## config.mk

```make
export PLATFORM = sky130hd
export DESIGN_NAME = invade_ctrl
export DESIGN_NICKNAME = d
export VERILOG_FILES = /design/src/rtl/invade_pkg.sv /design/src/rtl/inv_thermo.sv /design/src/rtl/inv_pend_slot.sv /design/src/rtl/invade_ctrl.sv
export SDC_FILE = /design/constraint.sdc
export NUM_CORES = 1
export LEC_CHECK = 0
export ABC_AREA = 1
export BUFFER_PORTS_ARGS = -buffer_cell sky130_fd_sc_hd__buf_2
export CORE_MARGIN = 3
export CORE_UTILIZATION = 58
export DETAILED_ROUTE_END_ITERATION = 12
export PLACE_DENSITY = 0.92
export SLEW_MARGIN = 25
export SYNTH_ARGS = -nofsm -noshare
export SYNTH_HDL_FRONTEND = slang
export SYNTH_HIERARCHICAL = 1
export SYNTH_SLANG_ARGS = --single-unit
```

## constraint.sdc

```tcl
create_clock -name clk -period 3.5 [get_ports clk]
set_clock_uncertainty 0.1 [all_clocks]
set_input_delay 0.525 -clock clk [delete_from_list [all_inputs] [get_ports clk]]
set_output_delay 0.525 -clock clk [all_outputs]
set_load 0.02 [all_outputs]
```

## src/rtl/invade_pkg.sv

```systemverilog
package invade_pkg;
   typedef enum logic [1:0] {
      ST_IDLE  = 2'd0,
      ST_ALLOC = 2'd1,
      ST_ROUTE = 2'd2,
      ST_PUB   = 2'd3
   } inv_state_e;
endpackage

```

## src/rtl/inv_thermo.sv

```systemverilog
module inv_thermo #(
   parameter int N_WORKERS = 4,
   parameter int CNT_W     = 3
) (
   input  logic [CNT_W-1:0]     cnt,
   output logic [N_WORKERS-1:0] mask
);
   for (genvar i = 0; i < N_WORKERS; i++) begin : g_bit
      assign mask[i] = (int'(cnt) > i);
   end
endmodule

```

## src/rtl/inv_pend_slot.sv

```systemverilog
module inv_pend_slot #(
   parameter int DEG_W       = 3,
   parameter bit KEEP_NEWEST = 1'b1
) (
   input  logic             clk,
   input  logic             rst_n,
   input  logic             load,
   input  logic [DEG_W-1:0] ld_deg,
   input  logic             take,
   output logic             valid,
   output logic [DEG_W-1:0] deg
);
   logic accept;

   if (KEEP_NEWEST) begin : g_newest
      assign accept = load;
   end else begin : g_oldest
      assign accept = load && (!valid || take);
   end

   always_ff @(posedge clk or negedge rst_n) begin
      if (!rst_n) begin
         valid <= 1'b0;
         deg   <= '0;
      end else if (accept) begin
         valid <= 1'b1;
         deg   <= ld_deg;
      end else if (take) begin
         valid <= 1'b0;
      end
   end
endmodule

```

## src/rtl/invade_ctrl.sv

```systemverilog
module invade_ctrl
   import invade_pkg::*;
#(
   parameter int N_WORKERS   = 4,
   parameter int MB_W        = 8,
   parameter int SLOT_W      = 4,
   parameter int MB_SLOT     = 15,
   parameter bit KEEP_NEWEST = 1'b1,
   parameter int ROUTE_LIMIT = 155,
   localparam int DEG_W      = $clog2(N_WORKERS + 2),
   localparam int CNT_W      = $clog2(N_WORKERS + 1)
) (
   input  logic                 clk,
   input  logic                 rst_n,
   input  logic                 trig_valid,
   input  logic [DEG_W-1:0]     trig_degree,
   output logic                 alloc_req,
   output logic [CNT_W-1:0]     alloc_num,
   input  logic                 alloc_grant,
   input  logic                 alloc_deny,
   output logic                 rel_req,
   output logic [CNT_W-1:0]     rel_num,
   output logic                 route_start,
   input  logic                 route_done,
   output logic [N_WORKERS-1:0] task_act,
   output logic [N_WORKERS-1:0] clk_en,
   output logic                 mb_we,
   output logic [SLOT_W-1:0]    mb_addr,
   output logic [MB_W-1:0]      mb_data
);
   if (N_WORKERS < 1) begin : g_chk_nw
      $error("N_WORKERS must be at least 1");
   end
   if (MB_W < DEG_W + 1) begin : g_chk_mbw
      $error("MB_W too narrow for degree plus reject flag");
   end
   if (MB_SLOT >= (1 << SLOT_W)) begin : g_chk_slot
      $error("MB_SLOT does not fit SLOT_W");
   end
   if (ROUTE_LIMIT < 1) begin : g_chk_lim
      $error("ROUTE_LIMIT must be positive");
   end

   inv_state_e         state_q;
   logic [CNT_W-1:0]   cur_q, tgt_q, act_cnt_q, en_cnt_q, reln_q;
   logic [DEG_W-1:0]   req_q;
   logic               rej_q, rs_q, rel_q;

   logic               busy, pend_v, sel_valid, over;
   logic [DEG_W-1:0]   pend_d, sel_deg;
   logic [CNT_W-1:0]   want;

   assign busy      = (state_q != ST_IDLE);
   assign sel_valid = !busy && (pend_v || trig_valid);
   assign sel_deg   = pend_v ? pend_d : trig_degree;
   assign over      = (int'(sel_deg) > N_WORKERS);
   assign want      = (sel_deg <= DEG_W'(1)) ? '0 : CNT_W'(sel_deg);

   inv_pend_slot #(.DEG_W(DEG_W), .KEEP_NEWEST(KEEP_NEWEST)) u_pend (
      .clk    (clk),
      .rst_n  (rst_n),
      .load   (trig_valid && (busy || pend_v)),
      .ld_deg (trig_degree),
      .take   (!busy && pend_v),
      .valid  (pend_v),
      .deg    (pend_d)
   );

   always_ff @(posedge clk or negedge rst_n) begin
      if (!rst_n) begin
         state_q   <= ST_IDLE;
         cur_q     <= '0;
         tgt_q     <= '0;
         act_cnt_q <= '0;
         en_cnt_q  <= '0;
         reln_q    <= '0;
         req_q     <= '0;
         rej_q     <= 1'b0;
         rs_q      <= 1'b0;
         rel_q     <= 1'b0;
      end else begin
         rs_q  <= 1'b0;
         rel_q <= 1'b0;
         unique case (state_q)
            ST_IDLE: begin
               if (sel_valid) begin
                  req_q <= sel_deg;
                  if (over) begin
                     rej_q   <= 1'b1;
                     state_q <= ST_PUB;
                  end else begin
                     rej_q <= 1'b0;
                     tgt_q <= want;
                     if (want > cur_q) begin
                        state_q <= ST_ALLOC;
                     end else if (want < cur_q) begin
                        act_cnt_q <= want;
                        rs_q      <= 1'b1;
                        state_q   <= ST_ROUTE;
                     end else begin
                        state_q <= ST_PUB;
                     end
                  end
               end
            end
            ST_ALLOC: begin
               if (alloc_grant) begin
                  en_cnt_q <= tgt_q;
                  rs_q     <= 1'b1;
                  state_q  <= ST_ROUTE;
               end else if (alloc_deny) begin
                  rej_q   <= 1'b1;
                  state_q <= ST_PUB;
               end
            end
            ST_ROUTE: begin
               if (route_done) begin
                  act_cnt_q <= tgt_q;
                  if (tgt_q < cur_q) begin
                     en_cnt_q <= tgt_q;
                     rel_q    <= 1'b1;
                     reln_q   <= cur_q - tgt_q;
                  end
                  cur_q   <= tgt_q;
                  state_q <= ST_PUB;
               end
            end
            default: state_q <= ST_IDLE;
         endcase
      end
   end

   inv_thermo #(.N_WORKERS(N_WORKERS), .CNT_W(CNT_W)) u_act_mask (
      .cnt  (act_cnt_q),
      .mask (task_act)
   );
   inv_thermo #(.N_WORKERS(N_WORKERS), .CNT_W(CNT_W)) u_en_mask (
      .cnt  (en_cnt_q),
      .mask (clk_en)
   );

   assign alloc_req   = (state_q == ST_ALLOC);
   assign alloc_num   = alloc_req ? (tgt_q - cur_q) : '0;
   assign route_start = rs_q;
   assign rel_req     = rel_q;
   assign rel_num     = reln_q;
   assign mb_we       = (state_q == ST_PUB);
   assign mb_addr     = SLOT_W'(MB_SLOT);

   always_comb begin
      mb_data           = '0;
      mb_data[MB_W-1]   = rej_q;
      mb_data[DEG_W-1:0] = rej_q ? req_q : DEG_W'(tgt_q);
   end
endmodule

```

==> results.json <==
{
  "clockBufferDepth": 2,
  "via_per_inst": 5.148,
  "syn-cell-area_um2": 1740,
  "route.vias.total": 1462,
  "cts_sinks": 27,
  "netSwitchingFraction": 0.5318,
  "cts_post_setup_buffers_inserted": 0,
  "synthToLayoutAreaGrowth_pct": 9.130,
  "finalInstanceArea_um2": 1899,
  "critPathCaptureType": "output pin",
  "hold_viol": 0,
  "slew_headroom": 0.6150,
  "cts-hold-fix-buffers": 0,
  "grt_max_degree": 28,
  "ys_ff_latch": 27,
  "htree_num_levels": 1,
  "synthAdderAreaFrac": 0.1021,
  "ys.flop_type": "dfrtp_1",
  "clkPwrFrac": 0.067,
  "syn_avg_cell_area_um2": 7.735,
  "cts_root_buffer": "clkbuf_4",
  "antenna_found_initial": 0,
  "drt_wl_total_mm": 3.446,
  "synthCells": 225,
  "ys.warnings.count": 6,
  "n_antenna_cell": 0,
  "synthArstFlopShare": 1.000,
  "drcViolationCount": 0,
  "synth_compound_area_frac": 0.09777,
  "ios": 39,
  "status": "completed",
  "clk_pin_slew_ps": 140,
  "layout.nets": 276,
  "groute.usage.overall": 0.2103,
  "die_x_um": 60.78,
  "place_inst": 280,
  "nFillCells": 239,
  "finalSetupTns_ps": 0,
  "min_period_over_period": 0.7286,
  "critPathMaxFanout": 4,
  "stdcell_count": 284,
  "crit_arrival_ps": 1930,
  "synth_top_family_by_area": "simple AND/OR/NAND/NOR gates",
  "maxCapViolations": 0,
  "intPower_mw": 0.9487,
  "whs_ps": 75.49,
  "synth-seq-area-share": 0.3882,
  "fmax_mhz": 392.1,
  "worstMarginPinSlew_ps": 577.5,
  "drt_iter0_drc": 82,
  "layout_commonest_cell": "nand2_1",
  "synth-simple-area-share": 0.2710,
  "cts_tree": "built",
  "core_um2": 2805,
  "placed_area_um2": 1869,
  "p_comb_frac": 0.655,
  "io_buffers": 30,
  "synth.distinct_cells": 26,
  "yosysTopAreaCellShare": 0.3882,
  "irDropWorstVdd_v": 0.0005177,
  "synth-xor-area-share": 0.01006,
  "die_y_um": 60.78,
  "drtAntennaViolNets": 0,
  "grt_pass1_vias": 1343,
  "initial_utilization": 0.6204,
  "rows": 19,
  "worstSetupPathType": "flip-flop to output pin",
  "yosysTopAreaCell": "dfrtp_1",
  "gp_congestion": 0.9870,
  "wl_per_cell_um": 12.13,
  "numCtsBuffers": 3,
  "layout_common_cells": "nand2_1, buf_2, inv_1",
  "hold_path.class": "primary input to async pin",
  "drtPass1Iterations": 4,
  "dpl.hpwl_mm": 2.614,
  "worstSetupStartpointType": "flip-flop",
  "overflow": 0,
  "required_ps": 2870,
  "setup_violations": 0,
  "insertion_delay_ps": 320,
  "seqPwrFrac": 0.278,
  "die_area_um2": 3694,
  "grt_pass1_wl_mm": 5.844,
  "p_leak_nw": 1.076,
  "fin_crit_ps": 2550,
  "drv_slew": 0,
  "rsz0062_at_grt": "no",
  "synth_edf_count": 0,
  "cts_resized": 0,
  "drive_gt1_frac": 0.2055,
  "finalCoreUtilization": 0.6771,
  "ys_top_cells_by_area": "dfrtp_1, nand2_1, ha_1",
  "muxShareOfSynthArea": 0.006470,
  "netSwitchingPower_mw": 1.077,
  "powerDensity_nw_per_um2": 1067
}
## registers in the layout, summed over array words and instances (netlist names)
signal        count
req_q             3
tgt_q             3
u_pend/deg        3
rel_req           1
state_q           2
act_cnt_q         3
rel_num           3
cur_q             3
u_pend/valid      1
route_start       1
en_cnt_q          3
rej_q             1
## power groups by stage
stage               logic [mW]  clock network, mW  registers, mW
floorplan                0.988                  0          0.571
global placement          1.26                  0          0.562
detailed placement        1.30                  0          0.567
CTS                       1.32              0.140          0.562
global route              1.48              0.154          0.581
finish                    1.33              0.136          0.563
## cell families after synthesis
logic type / after synthesis
DFF: 27
xor gates and xnor gates: 2
buffers and inverters: 45
adders and majority gates: 13
and+or+nand+nor: 106
muxes: 1
other: 2
AOI/OAI and AO/OA: 29
## cell type report
class	instances	area, um^2	share of cell area
sequential	27	675.6	0.3557
multi-input combinational	159	878.3	0.4625
timing repair buffer	30	150.1	0.07905
clock buffer	3	22.52	0.01186
clock inverter	1	7.507	0.003953
tap	31	38.79	0.02042
inverter	33	126.4	0.06653
## critical path: stages (launching register included)
cell and delay [ps]:
dfrtp_1 460, inv_1 160, ha_1 160, inv_1 60
fa_1 380, xnor2_1 150, nor2_1 80, buf_2 160
## Yosys cell counts (2+ instances only)
cell type,count
inv_2,3
a21oi_1,6
o21ai_0,14
or2_1,3
xnor2_1,2
nand2_1,72
nand2_4,5
nor2_1,11
conb_1,2
nand2_2,6
dfrtp_1,27
o211ai_1,2
ha_1,11
inv_1,29
clkbuf_1,2
buf_4,10
o21ai_1,3
fa_1,2
o21a_1,2
nand3_1,7
## final timing paths
path                                      from  slack [ps]       endpoint  depth (start not counted)
worst max register to register    u_pend/valid        1350     state_q[1]                         14
worst max-delay path                  tgt_q[0]         950   alloc_num[2]                          7
worst min-delay path                     rst_n          80       req_q[2]                          1
worst min register to register   u_pend/deg[2]         390  u_pend/deg[2]                          2
max in group asynchronous                rst_n        2850       tgt_q[2]                          1
min in group clk                trig_degree[1]         310  u_pend/deg[1]                          3
## through the flow
stage / power (mW) / setup slack, ps
after floorplan: 1.559 / 1437
after global placement: 1.821 / 1385
after detailed placement: 1.864 / 1355
after CTS: 2.026 / 949.6
after global routing: 2.219 / 805.7
final: 2.026 / 949.9
## layer usage
layer,share of wire,track usage
met4,0.011,0.05882
met1,0.44,0.2969
met2,0.47,0.3405
met5,0,0
met3,0.073,0.02766
Note: power is estimated with default switching activity, not from simulation.
